[src/rtl/rv3_pkg.sv]
package rv3_pkg;
  localparam int XLEN   = 32;
  localparam int REG_AW = 5;

  localparam logic [6:0] OPC_REG    = 7'b0110011;
  localparam logic [6:0] OPC_IMM    = 7'b0010011;
  localparam logic [6:0] OPC_LOAD   = 7'b0000011;
  localparam logic [6:0] OPC_STORE  = 7'b0100011;
  localparam logic [6:0] OPC_BRANCH = 7'b1100011;
  localparam logic [6:0] OPC_LUI    = 7'b0110111;
  localparam logic [6:0] OPC_JAL    = 7'b1101111;

  typedef enum logic [2:0] {
    ALU_ADD, ALU_SUB, ALU_XOR, ALU_AND, ALU_OR, ALU_SRA, ALU_PASS
  } aluOpE;

  typedef enum logic [2:0] {
    IMM_I, IMM_S, IMM_B, IMM_U, IMM_J
  } immKindE;

  // strobes handed from decode to the datapath
  typedef struct packed {
    logic    valid;
    logic    useImm;
    aluOpE   aluOp;
    immKindE immKind;
    logic    regWe;
    logic    memRd;
    logic    memWr;
    logic    isBeq;
    logic    isBne;
    logic    isJal;
    logic    isHalt;
  } ctrlS;
endpackage

[src/rtl/rv3_regfile.sv]
module rv3_regfile #(
  parameter int DW = 32,
  parameter int AW = 5
) (
  input  logic          clk,
  input  logic          rstN,
  input  logic [AW-1:0] rdAddrA,
  output logic [DW-1:0] rdDataA,
  input  logic [AW-1:0] rdAddrB,
  output logic [DW-1:0] rdDataB,
  input  logic          we,
  input  logic [AW-1:0] wAddr,
  input  logic [DW-1:0] wData
);
  localparam int NREG = 1 << AW;

  logic [DW-1:0] regs [NREG];

  always_ff @(posedge clk) begin
    if (!rstN) begin
      for (int i = 0; i < NREG; i++) regs[i] <= '0;
    end else if (we && (wAddr != '0)) begin
      regs[wAddr] <= wData;
    end
  end

  // register zero is hard-wired
  assign rdDataA = (rdAddrA == '0) ? '0 : regs[rdAddrA];
  assign rdDataB = (rdAddrB == '0) ? '0 : regs[rdAddrB];
endmodule

[src/rtl/rv3_ctrl.sv]
module rv3_ctrl
  import rv3_pkg::*;
#(
  parameter logic [6:0] HALT_OPC = 7'b1111111
) (
  input  logic [6:0] opc,
  input  logic [2:0] funct3,
  input  logic [6:0] funct7,
  output ctrlS       ctrl
);
  always_comb begin
    ctrl = '0;
    if (opc == HALT_OPC) begin
      ctrl.valid  = 1'b1;
      ctrl.isHalt = 1'b1;
    end else begin
      unique case (opc)
        OPC_REG: begin
          ctrl.valid = 1'b1;
          ctrl.regWe = 1'b1;
          case (funct3)
            3'b000: begin
              if (funct7 == 7'b0100000)      ctrl.aluOp = ALU_SUB;
              else if (funct7 == 7'b0000000) ctrl.aluOp = ALU_ADD;
              else                           ctrl.valid = 1'b0;
            end
            3'b100:  ctrl.aluOp = ALU_XOR;
            3'b110:  ctrl.aluOp = ALU_OR;
            3'b111:  ctrl.aluOp = ALU_AND;
            default: ctrl.valid = 1'b0;
          endcase
        end
        OPC_IMM: begin
          ctrl.valid   = 1'b1;
          ctrl.regWe   = 1'b1;
          ctrl.useImm  = 1'b1;
          ctrl.immKind = IMM_I;
          case (funct3)
            3'b000:  ctrl.aluOp = ALU_ADD;
            3'b100:  ctrl.aluOp = ALU_XOR;
            3'b111:  ctrl.aluOp = ALU_AND;
            3'b101: begin
              if (funct7 == 7'b0100000) ctrl.aluOp = ALU_SRA;
              else                      ctrl.valid = 1'b0;
            end
            default: ctrl.valid = 1'b0;
          endcase
        end
        OPC_LOAD: begin
          ctrl.valid   = (funct3 == 3'b010);
          ctrl.regWe   = 1'b1;
          ctrl.memRd   = 1'b1;
          ctrl.useImm  = 1'b1;
          ctrl.immKind = IMM_I;
          ctrl.aluOp   = ALU_ADD;
        end
        OPC_STORE: begin
          ctrl.valid   = (funct3 == 3'b010);
          ctrl.memWr   = 1'b1;
          ctrl.useImm  = 1'b1;
          ctrl.immKind = IMM_S;
          ctrl.aluOp   = ALU_ADD;
        end
        OPC_BRANCH: begin
          ctrl.valid   = (funct3 == 3'b000) || (funct3 == 3'b001);
          ctrl.isBeq   = (funct3 == 3'b000);
          ctrl.isBne   = (funct3 == 3'b001);
          ctrl.immKind = IMM_B;
        end
        OPC_LUI: begin
          ctrl.valid   = 1'b1;
          ctrl.regWe   = 1'b1;
          ctrl.useImm  = 1'b1;
          ctrl.immKind = IMM_U;
          ctrl.aluOp   = ALU_PASS;
        end
        OPC_JAL: begin
          ctrl.valid   = 1'b1;
          ctrl.regWe   = 1'b1;
          ctrl.isJal   = 1'b1;
          ctrl.immKind = IMM_J;
        end
        default: ctrl.valid = 1'b0;
      endcase
    end
    // an undecodable word travels as a bubble
    if (!ctrl.valid) ctrl = '0;
  end
endmodule

[src/rtl/rv3_datapath.sv]
module rv3_datapath
  import rv3_pkg::*;
#(
  parameter logic [XLEN-1:0] RESET_PC = '0
) (
  input  logic            clk,
  input  logic            rstN,
  input  ctrlS            fdCtrl,
  input  logic [31:7]     fdBody,
  input  logic [XLEN-1:0] dmemRdata,
  output logic [XLEN-1:0] imemAddr,
  output logic [XLEN-1:0] dmemAddr,
  output logic            dmemWe,
  output logic [XLEN-1:0] dmemWdata,
  output logic            halt,
  output logic            redirect,
  output logic            exValid,
  output logic            rfWe
);
  localparam logic [XLEN-1:0] INST_BYTES = XLEN'(4);

  function automatic logic [XLEN-1:0] immGen(input logic [31:7] w, input immKindE k);
    case (k)
      IMM_I:   return {{20{w[31]}}, w[31:20]};
      IMM_S:   return {{20{w[31]}}, w[31:25], w[11:7]};
      IMM_B:   return {{19{w[31]}}, w[31], w[7], w[30:25], w[11:8], 1'b0};
      IMM_U:   return {w[31:12], 12'b0};
      IMM_J:   return {{11{w[31]}}, w[31], w[19:12], w[20], w[30:21], 1'b0};
      default: return '0;
    endcase
  endfunction

  // fetch state
  logic [XLEN-1:0] fetchPc, nextPc;
  logic            haltQ;

  // execute stage registers
  ctrlS            exCtrl;
  logic [31:7]     exBody;
  logic [XLEN-1:0] exPc;

  // writeback stage registers
  logic              wbRegWe, wbMemRd, wbMemWr;
  logic [REG_AW-1:0] wbRd;
  logic [XLEN-1:0]   wbResult, wbStore, wbData;

  // execute combinational
  logic [REG_AW-1:0] exRs1, exRs2, exRd;
  logic [XLEN-1:0]   exImm, rfA, rfB, op1, op2, aluB, aluOut, exResult, target;
  logic [XLEN:0]     cmpDiff;
  logic              brTaken;

  assign exRs1 = exBody[19:15];
  assign exRs2 = exBody[24:20];
  assign exRd  = exBody[11:7];
  assign exImm = immGen(exBody, exCtrl.immKind);

  rv3_regfile #(.DW(XLEN), .AW(REG_AW)) u_rf (
    .clk     (clk),
    .rstN    (rstN),
    .rdAddrA (exRs1),
    .rdDataA (rfA),
    .rdAddrB (exRs2),
    .rdDataB (rfB),
    .we      (rfWe),
    .wAddr   (wbRd),
    .wData   (wbData)
  );

  // writeback value and register write strobe
  assign wbData = wbMemRd ? dmemRdata : wbResult;
  assign rfWe   = wbRegWe && (wbRd != '0);

  // writeback-to-execute bypass
  assign op1  = (rfWe && (wbRd == exRs1)) ? wbData : rfA;
  assign op2  = (rfWe && (wbRd == exRs2)) ? wbData : rfB;
  assign aluB = exCtrl.useImm ? exImm : op2;

  always_comb begin
    case (exCtrl.aluOp)
      ALU_ADD:  aluOut = op1 + aluB;
      ALU_SUB:  aluOut = op1 - aluB;
      ALU_XOR:  aluOut = op1 ^ aluB;
      ALU_AND:  aluOut = op1 & aluB;
      ALU_OR:   aluOut = op1 | aluB;
      ALU_SRA:  aluOut = $unsigned($signed(op1) >>> aluB[4:0]);
      ALU_PASS: aluOut = aluB;
      default:  aluOut = '0;
    endcase
  end

  // branch compare on one extra sign bit
  assign cmpDiff  = {op1[XLEN-1], op1} - {op2[XLEN-1], op2};
  assign brTaken  = (exCtrl.isBeq && (cmpDiff == '0)) || (exCtrl.isBne && (cmpDiff != '0));
  assign redirect = brTaken || exCtrl.isJal;
  assign target   = exPc + exImm;
  assign exResult = exCtrl.isJal ? (exPc + INST_BYTES) : aluOut;

  assign halt     = haltQ || exCtrl.isHalt;
  assign exValid  = exCtrl.valid;

  always_comb begin
    if (halt)          nextPc = fetchPc;
    else if (redirect) nextPc = target;
    else               nextPc = fetchPc + INST_BYTES;
  end

  always_ff @(posedge clk) begin
    if (!rstN) begin
      fetchPc  <= RESET_PC;
      haltQ    <= 1'b0;
      exCtrl   <= '0;
      exBody   <= '0;
      exPc     <= '0;
      wbRegWe  <= 1'b0;
      wbMemRd  <= 1'b0;
      wbMemWr  <= 1'b0;
      wbRd     <= '0;
      wbResult <= '0;
      wbStore  <= '0;
    end else begin
      fetchPc  <= nextPc;
      haltQ    <= halt;
      exCtrl   <= (redirect || halt) ? '0 : fdCtrl;
      exBody   <= fdBody;
      exPc     <= fetchPc;
      wbRegWe  <= exCtrl.regWe;
      wbMemRd  <= exCtrl.memRd;
      wbMemWr  <= exCtrl.memWr;
      wbRd     <= exRd;
      wbResult <= exResult;
      wbStore  <= op2;
    end
  end

  assign imemAddr  = fetchPc;
  assign dmemAddr  = wbResult;
  assign dmemWe    = wbMemWr;
  assign dmemWdata = wbStore;
endmodule

[src/rtl/rv3_core.sv]
module rv3_core
  import rv3_pkg::*;
#(
  parameter logic [XLEN-1:0] RESET_PC = '0,
  parameter logic [6:0]      HALT_OPC = 7'b1111111
) (
  input  logic            clk,
  input  logic            rstN,
  output logic [XLEN-1:0] imemAddr,
  input  logic [31:0]     imemData,
  output logic [XLEN-1:0] dmemAddr,
  output logic            dmemWe,
  output logic [XLEN-1:0] dmemWdata,
  input  logic [XLEN-1:0] dmemRdata,
  output logic            halt
);
  ctrlS fdCtrl;
  logic redirect, exValid, rfWe;

  rv3_ctrl #(.HALT_OPC(HALT_OPC)) u_ctrl (
    .opc    (imemData[6:0]),
    .funct3 (imemData[14:12]),
    .funct7 (imemData[31:25]),
    .ctrl   (fdCtrl)
  );

  rv3_datapath #(.RESET_PC(RESET_PC)) u_dp (
    .clk       (clk),
    .rstN      (rstN),
    .fdCtrl    (fdCtrl),
    .fdBody    (imemData[31:7]),
    .dmemRdata (dmemRdata),
    .imemAddr  (imemAddr),
    .dmemAddr  (dmemAddr),
    .dmemWe    (dmemWe),
    .dmemWdata (dmemWdata),
    .halt      (halt),
    .redirect  (redirect),
    .exValid   (exValid),
    .rfWe      (rfWe)
  );
endmodule

[config.mk]
export PLATFORM = sky130hd
export DESIGN_NAME = rv3_core
export DESIGN_NICKNAME = d
export VERILOG_FILES = /design/src/rtl/rv3_pkg.sv /design/src/rtl/rv3_regfile.sv /design/src/rtl/rv3_ctrl.sv /design/src/rtl/rv3_datapath.sv /design/src/rtl/rv3_core.sv
export SDC_FILE = /design/constraint.sdc
export NUM_CORES = 2
export LEC_CHECK = 0
export BUFFER_PORTS_ARGS = -buffer_cell sky130_fd_sc_hd__buf_4
export CORE_ASPECT_RATIO = 0.7
export CORE_MARGIN = 3
export CORE_UTILIZATION = 50
export DETAILED_ROUTE_END_ITERATION = 16
export PLACE_DENSITY = 0.66
export SLEW_MARGIN = 20
export SYNTH_ARGS = -nofsm -noshare
export SYNTH_HDL_FRONTEND = slang
export SYNTH_HIERARCHICAL = 1
export SYNTH_SLANG_ARGS = --single-unit
[constraint.sdc]
create_clock -name clk -period 7.92 [get_ports clk]
set_input_delay 0 -clock clk [delete_from_list [all_inputs] [get_ports clk]]
set_output_delay 0 -clock clk [all_outputs]
set_load 0.01 [all_outputs]
After elaboration in Yosys (flattened, before gate mapping). Memory sizes are Yosys's and may differ from the RTL's. A register that Yosys moved wholly into a read port is not among the register bits. Index checks and enable logic that the tools add are counted. Widths: inputs -> output; s select.

Shift-type cells: 1. Bitwise gates (word level): 6. Equal/unequal tests: 27. Reduce and logical (&&, ||, !) cells: 30. Multiplexer cells: 38. $add $sub $neg: 6.

Operator list (number): $mux 32 (9); $pmux 32 s7 (1); $pmux 32 s5 (1); $add 32x3->32 const B (2); $add 32x32->32 (2); $logic_not 33->1 (1); $reduce_bool 33->1 (1); $sub 32x32->33 (1); $and 32x32->32 (1); $or 32x32->32 (1); $reduce_or 32->1 (1); $sshr 32x5->32 (1); $sub 32x32->32 (1); $xor 32x32->32 (1); $eq 7x6->1 const B (4); $eq 3x3->1 const B (8); $pmux 3 s4 (2); $eq 7x7->1 const B (3); $pmux 3 s3 (2); $mux 1 (16); $eq 3x2->1 const B (5); $mux 5 (3); $eq 5x5->1 (2); $logic_not 5->1 (2); other kinds (16) (37).

Bits in writable memories: 1024. Output and inout bits: 98. Memories kept: 1. Word-level logic and storage cells: 129. Register bits after elaboration: 176.

Memory list: u_dp.u_rf.regs (words 32, bits a word 32, read ports 2, clocked after memory_dff 2, write ports 32, line rv3_regfile.sv:17) `logic [DW-1:0] regs [NREG];`.

Depth between registers and ports, before layout.
Depth after elaboration: 11. Gate-level depth with buffers: 32. Mapped depth without buffers: 26.

Modules after synthesis. The synthesis kept the hierarchy.

Modules (own cells, without submodules): rv3_regfile (times used 1, area each 54521.0 um^2, cells an instance 3650); rv3_datapath (times used 1, area each 17750.8 um^2, cells an instance 2279); rv3_ctrl (times used 1, area each 440.4 um^2, cells an instance 67).

Worst setup path after synthesis. OpenSTA, ideal clock, no wires.

Path kind: reg2reg. From: reg u_dp/exBody[21] (netlist bit). To: reg u_dp.wbResult[30], in the netlist u_dp/dmemAddr[30]. Setup time: 0.131 ns. Required time: 7.789 ns. Stages on the path, launching flop included: 31. Data arrival time: 5.916 ns. Setup slack: 1.873 ns. Cell sequence: dfxtp_1 buf_4 buf_4 buf_4 mux4_2 mux2_2 o32ai_1 nor4_1 a31oi_1 o31ai_1 clkbuf_1 buf_2 clkbuf_1 inv_1 ha_1 nand4_1 or3_4 or3_4 o21ai_1 xnor2_1 ha_1 nand2b_1 nand2b_1 a21o_1 a21o_1 a21oi_1 o31ai_1 a221oi_1 xnor2_1 a21oi_1 o22ai_1.

Cells in the longest elaborated chain, start to end: 7. Elaborated cells on any way between the ends: 15. Classes of those cells: add/sub: 2; eq/ne: 1; shift: 1; mux: 6; bitwise: 3; reduce/logical: 2.

Ends and longest elaborated chain: start: declaration (line rv3_datapath.sv:39) `logic [31:7] exBody;`; start signal: assignment (line rv3_datapath.sv:125) `exBody <= fdBody;`; $logic_not 5->1 (*) (line rv3_regfile.sv:29) `assign rdDataB = (rdAddrB == '0) ? '0 : regs[rdAddrB];`; $mux 32 (*) (line rv3_regfile.sv:29); named net u_dp.rfB[1] (line rv3_datapath.sv:49) `logic [XLEN-1:0] exImm, rfA, rfB, op1, op2, aluB, aluOut, exResult, target;`; $mux 32 (*) (line rv3_datapath.sv:76) `assign op2 = (rfWe && (wbRd == exRs2)) ? wbData : rfB;`; $mux 32 (*) (line rv3_datapath.sv:77) `assign aluB = exCtrl.useImm ? exImm : op2;`; $sub 32x32->32, or another cell as far along (line rv3_datapath.sv:82) `ALU_SUB: aluOut = op1 - aluB;`; $pmux 32 s7 (*) (line rv3_datapath.sv:80) `case (exCtrl.aluOp)`; $mux 32 (*) (line rv3_datapath.sv:97) `assign exResult = exCtrl.isJal ? (exPc + INST_BYTES) : aluOut;`; end signal: assignment (line rv3_datapath.sv:131) `wbResult <= exResult;`; end: declaration (line rv3_datapath.sv:45) `logic [XLEN-1:0] wbResult, wbStore, wbData;`.

The timed path passes the listed nets; every way through them passes the cells marked *. A chain may end at the register's enable or synchronous reset.

Worst setup path in the final report.
From: reg u_dp/exBody[22] (netlist bit). To: reg u_dp.wbResult[30], in the netlist u_dp/dmemAddr[30].

Cells in the longest elaborated chain, start to end: 7. Elaborated cells on any way between the ends: 15. Classes of those cells: add/sub: 2; eq/ne: 1; shift: 1; mux: 6; bitwise: 3; reduce/logical: 2.

Ends and longest elaborated chain (line): $logic_not 5->1 (*) (rv3_regfile.sv:29); $mux 32 (*) (rv3_regfile.sv:29); named net u_dp.rfB[7] (rv3_datapath.sv:49); $mux 32 (*) (rv3_datapath.sv:76); $mux 32 (*) (rv3_datapath.sv:77); $sub 32x32->32 / $add 32x32->32 (equally long branches) (rv3_datapath.sv:82, rv3_datapath.sv:81); $pmux 32 s7 (*) (rv3_datapath.sv:80); $mux 32 (*) (rv3_datapath.sv:97).

Marks and branches as above.

==> run_results.csv <==
group,metric,value,unit
placement,portBuffers,163,
drt,first_iter_violations,9646,
global_routing,grt_pass1_vias,53654,
final_layout,fin_nets,6441,
worst_setup_path,cp.arrival,8.33,ns
sta,layout_min_cycle_time,7.73,ns
worst_hold_path,min-delay-start,"imemData[26]",
die,ios,164,
pwr,power_frac_clock,32.7,%
global_routing,track_usage,38.9,%
pwr,switching_share,33.7,%
pwr,p_comb_share,26.5,%
global_routing,grt_pass1_wl,415,mm
yosys,synth.yosys.warnings,6,
drt,drc,0,
worst_setup_path,cp_slowest_stage_delay,0.95,ns
worst_setup_path,start_kind,"flip-flop",
sta,hold_viol,0,
sta,rsz0062_at_grt,"false",
drt,vias_per_cell,6.94,
die,dieArea,150000,µm²
die,start_util,50.6,%
worst_setup_path,cp_data_required_time,8.52,ns
worst_hold_path,hold_depth,3,
flow_run,max-cap-violations,0,
yosys,synth.cell_area,72700,µm²
worst_setup_path,r2r_cells,29,
pwr,p_leak,30.6,nW
worst_setup_path,slowest_stage,"nor4_1",
sta,relSlewSlack,9.46,%
worst_setup_path,reg2reg_to,"u_dp/dmemAddr[30]",
drt,wl,299,mm
global_routing,overflow,0,
sta,drv_slew,0,
placement,place.gp.congestion,1.01,
sta,fin_worst_skew,0.0752,ns
clock_tree,numCtsBuffers,116,
pwr,p_total,18.0,mW
final_layout,fill_cells,11742,
clock_tree,cts_root_buf,"clkbuf_16",
drt,ant_nets,0,
yosys,postSynthAreaPerCell,12.1,µm²
pwr,ir_drop,0.206,mV
drt,avgRoutedWirePerCell,36.4,µm
sta,setup_viol,0,
clock_tree,cts_max_path_buffers,3,
die,die_x,462,µm
worst_setup_path,endpoint_kind,"flip-flop",
pwr,switchingPower,6.05,mW
die,die_h,325,µm
die,core_area,144000,µm²
sta,timing.fmax,129,MHz
sta,period_share,97.6,%
pwr,powerDensity,218,nW/µm²
worst_setup_path,crit_path_max_fanout,24,
global_routing,grt_antenna_before_repair,21,
global_routing,grt_max_degree,85,
clock_tree,clk_pin_slew,0.08,ns
worst_setup_path,cp_common_cell,"buf_4",
pwr,power.internal,11.9,mW
outcome,outcome,"finished, final reports clean",
worst_hold_path,hp-class,"input port to flip-flop",
worst_setup_path,r2r-start,"u_dp/exBody[22]",
yosys,postSynthCellCount,5993,
pwr,p_seq_share,40.8,%
final_layout,syn_to_final_growth,13.3,%
clock_tree,tritoncts,"built",
clock_tree,cts.sink_count,1200,
drt,vias,56928,
worst_setup_path,r2r_setup_slack,0.19,ns
clock_tree,htree_levels,3,
drt,drt_pass1_iterations,6,
worst_setup_path,crit_type,"flip-flop to flip-flop",
worst_hold_path,whs_endpoint,"u_dp/exBody[26]",
clock_tree,clkLatencyLatePin,0.80,ns
die,row_count,116,
final_layout,drive_above_1_share,21.9,%
sta,fin_tns_setup,0,ns
placement,dp_hpwl,202,mm
sta,worstMarginPinSlew,1.35,ns
==> area by class of cell <==
| type | instances | area (µm²) | share of cell area [%] |
|---|---|---|---|
| Antenna cell | 8 | 20.0 | 0.0243 |
| Clock buffer | 142 | 3060 | 3.72 |
| Clock inverter | 79 | 877 | 1.07 |
| Inverter | 113 | 425 | 0.517 |
| Multi-Input combinational cell | 4187 | 36400 | 44.2 |
| Sequential cell | 1200 | 34300 | 41.7 |
| Tap cell | 1888 | 2360 | 2.87 |
| Timing Repair Buffer | 588 | 4870 | 5.92 |
==> critical path: cells and delay by family (launching register included) <==
family | cells | cell delay (ns)
AOI/OAI and AO/OA | 15 | 3.24
buffers and inverters | 8 | 1.60
and+or+nand+nor | 1 | 0.95
DFF | 1 | 0.69
muxes | 2 | 0.42
adders and majority gates | 1 | 0.30
xor gates and xnor gates | 2 | 0.27
==> placed cells by master, fill, tap and decap left out, types with 23 or more instances in the layout <==
master / count
a21o_1: 52
mux4_2: 410
nand2_1: 197
xnor2_1: 91
nor3_1: 90
mux2_2: 83
inv_1: 104
dlygate4sd3_1: 49
a2111oi_0: 42
conb_1: 32
o21a_1: 24
clkinv_1: 27
or2_2: 26
a211oi_1: 59
a31oi_1: 43
edfxtp_1: 1024
nor2_2: 35
nor4_1: 31
o21ai_4: 31
dfxtp_1: 165
clkbuf_16: 120
mux2i_1: 411
and2_1: 1103
buf_4: 513
xor2_1: 42
nor2b_1: 66
and3_1: 23
nor2_1: 167
ha_1: 167
a21oi_1: 179
a221oi_1: 34
a22oi_1: 75
o21ai_0: 126
nand3_1: 80
nand2b_1: 24
o211ai_1: 23
a22o_1: 49
o22ai_1: 87
==> flip-flops by register name, summed over array words and instances (netlist names) <==
register        cells
u_dp/dmemAddr      32
u_dp/dmemWdata     32
u_dp/dmemWe         1
u_dp/exBody        25
u_dp/exCtrl        14
u_dp/exPc          32
u_dp/haltQ          1
u_dp/imemAddr      32
u_dp/u_rf/regs   1024
u_dp/wbMemRd        1
u_dp/wbRd           5
u_dp/wbRegWe        1
==> through the flow <==
stage	utilization (%)	setup slack [ns]	cells	hold WS (ns)	cell area, µm²
floorplan	-	1.87	6024	0.127	72800
global placement	53.9	-0.331	7909	0.216	77500
detailed placement	54.0	-0.113	7910	0.215	77500
CTS	57.1	0.00559	8180	0.0258	82000
global route	57.3	0.0264	8198	0.0456	82300
finish	57.3	0.188	8205	0.0686	82300
==> worst max path at each step <==
stage	start	to	slack (ns)
4_1_cts	u_dp/exBody[15]	u_dp/imemAddr[5]	0.006
3_5_place_dp	u_dp/exBody[15]	u_dp/imemAddr[5]	-0.11
3_3_place_gp	u_dp/exBody[15]	u_dp/imemAddr[5]	-0.33
5_1_grt	u_dp/exBody[22]	u_dp/dmemAddr[30]	0.03
6_report	u_dp/exBody[22]	u_dp/dmemAddr[30]	0.19
2_1_floorplan	u_dp/exBody[21]	u_dp/dmemAddr[30]	1.87
==> layer usage <==
layer | track usage, % | vias up | wire (µm)
li1 | - | 23033 | -
met1 | 55.2 | 28453 | 116000
met2 | 52.8 | 4592 | 121000
met3 | 14.3 | 834 | 45500
met4 | 18.1 | 16 | 16700
met5 | 0 | - | 123
==> power by group through the flow <==
stage | combinational, mW | sequential [mW] | clock [mW]
after global routing | 4.88 | 7.35 | 6.16
after global placement | 4.47 | 7.45 | 0
after floorplan | 2.50 | 7.39 | 0
after CTS | 4.51 | 7.32 | 5.91
after detailed placement | 4.47 | 7.45 | 0
final | 4.75 | 7.33 | 5.88
==> what timing repair did <==
| action | in CTS | in global routing |
|---|---|---|
| resized for setup | 1 | 23 |
| hold buffers | 49 | 0 |
| gates cloned | 0 | 2 |
| setup endpoints to repair | 40 | 55 |
| pin swaps | 0 | 1 |
| hold endpoints to repair | 67 | 0 |
| setup buffers | 0 | 15 |
(Power assumes the default switching activity.)
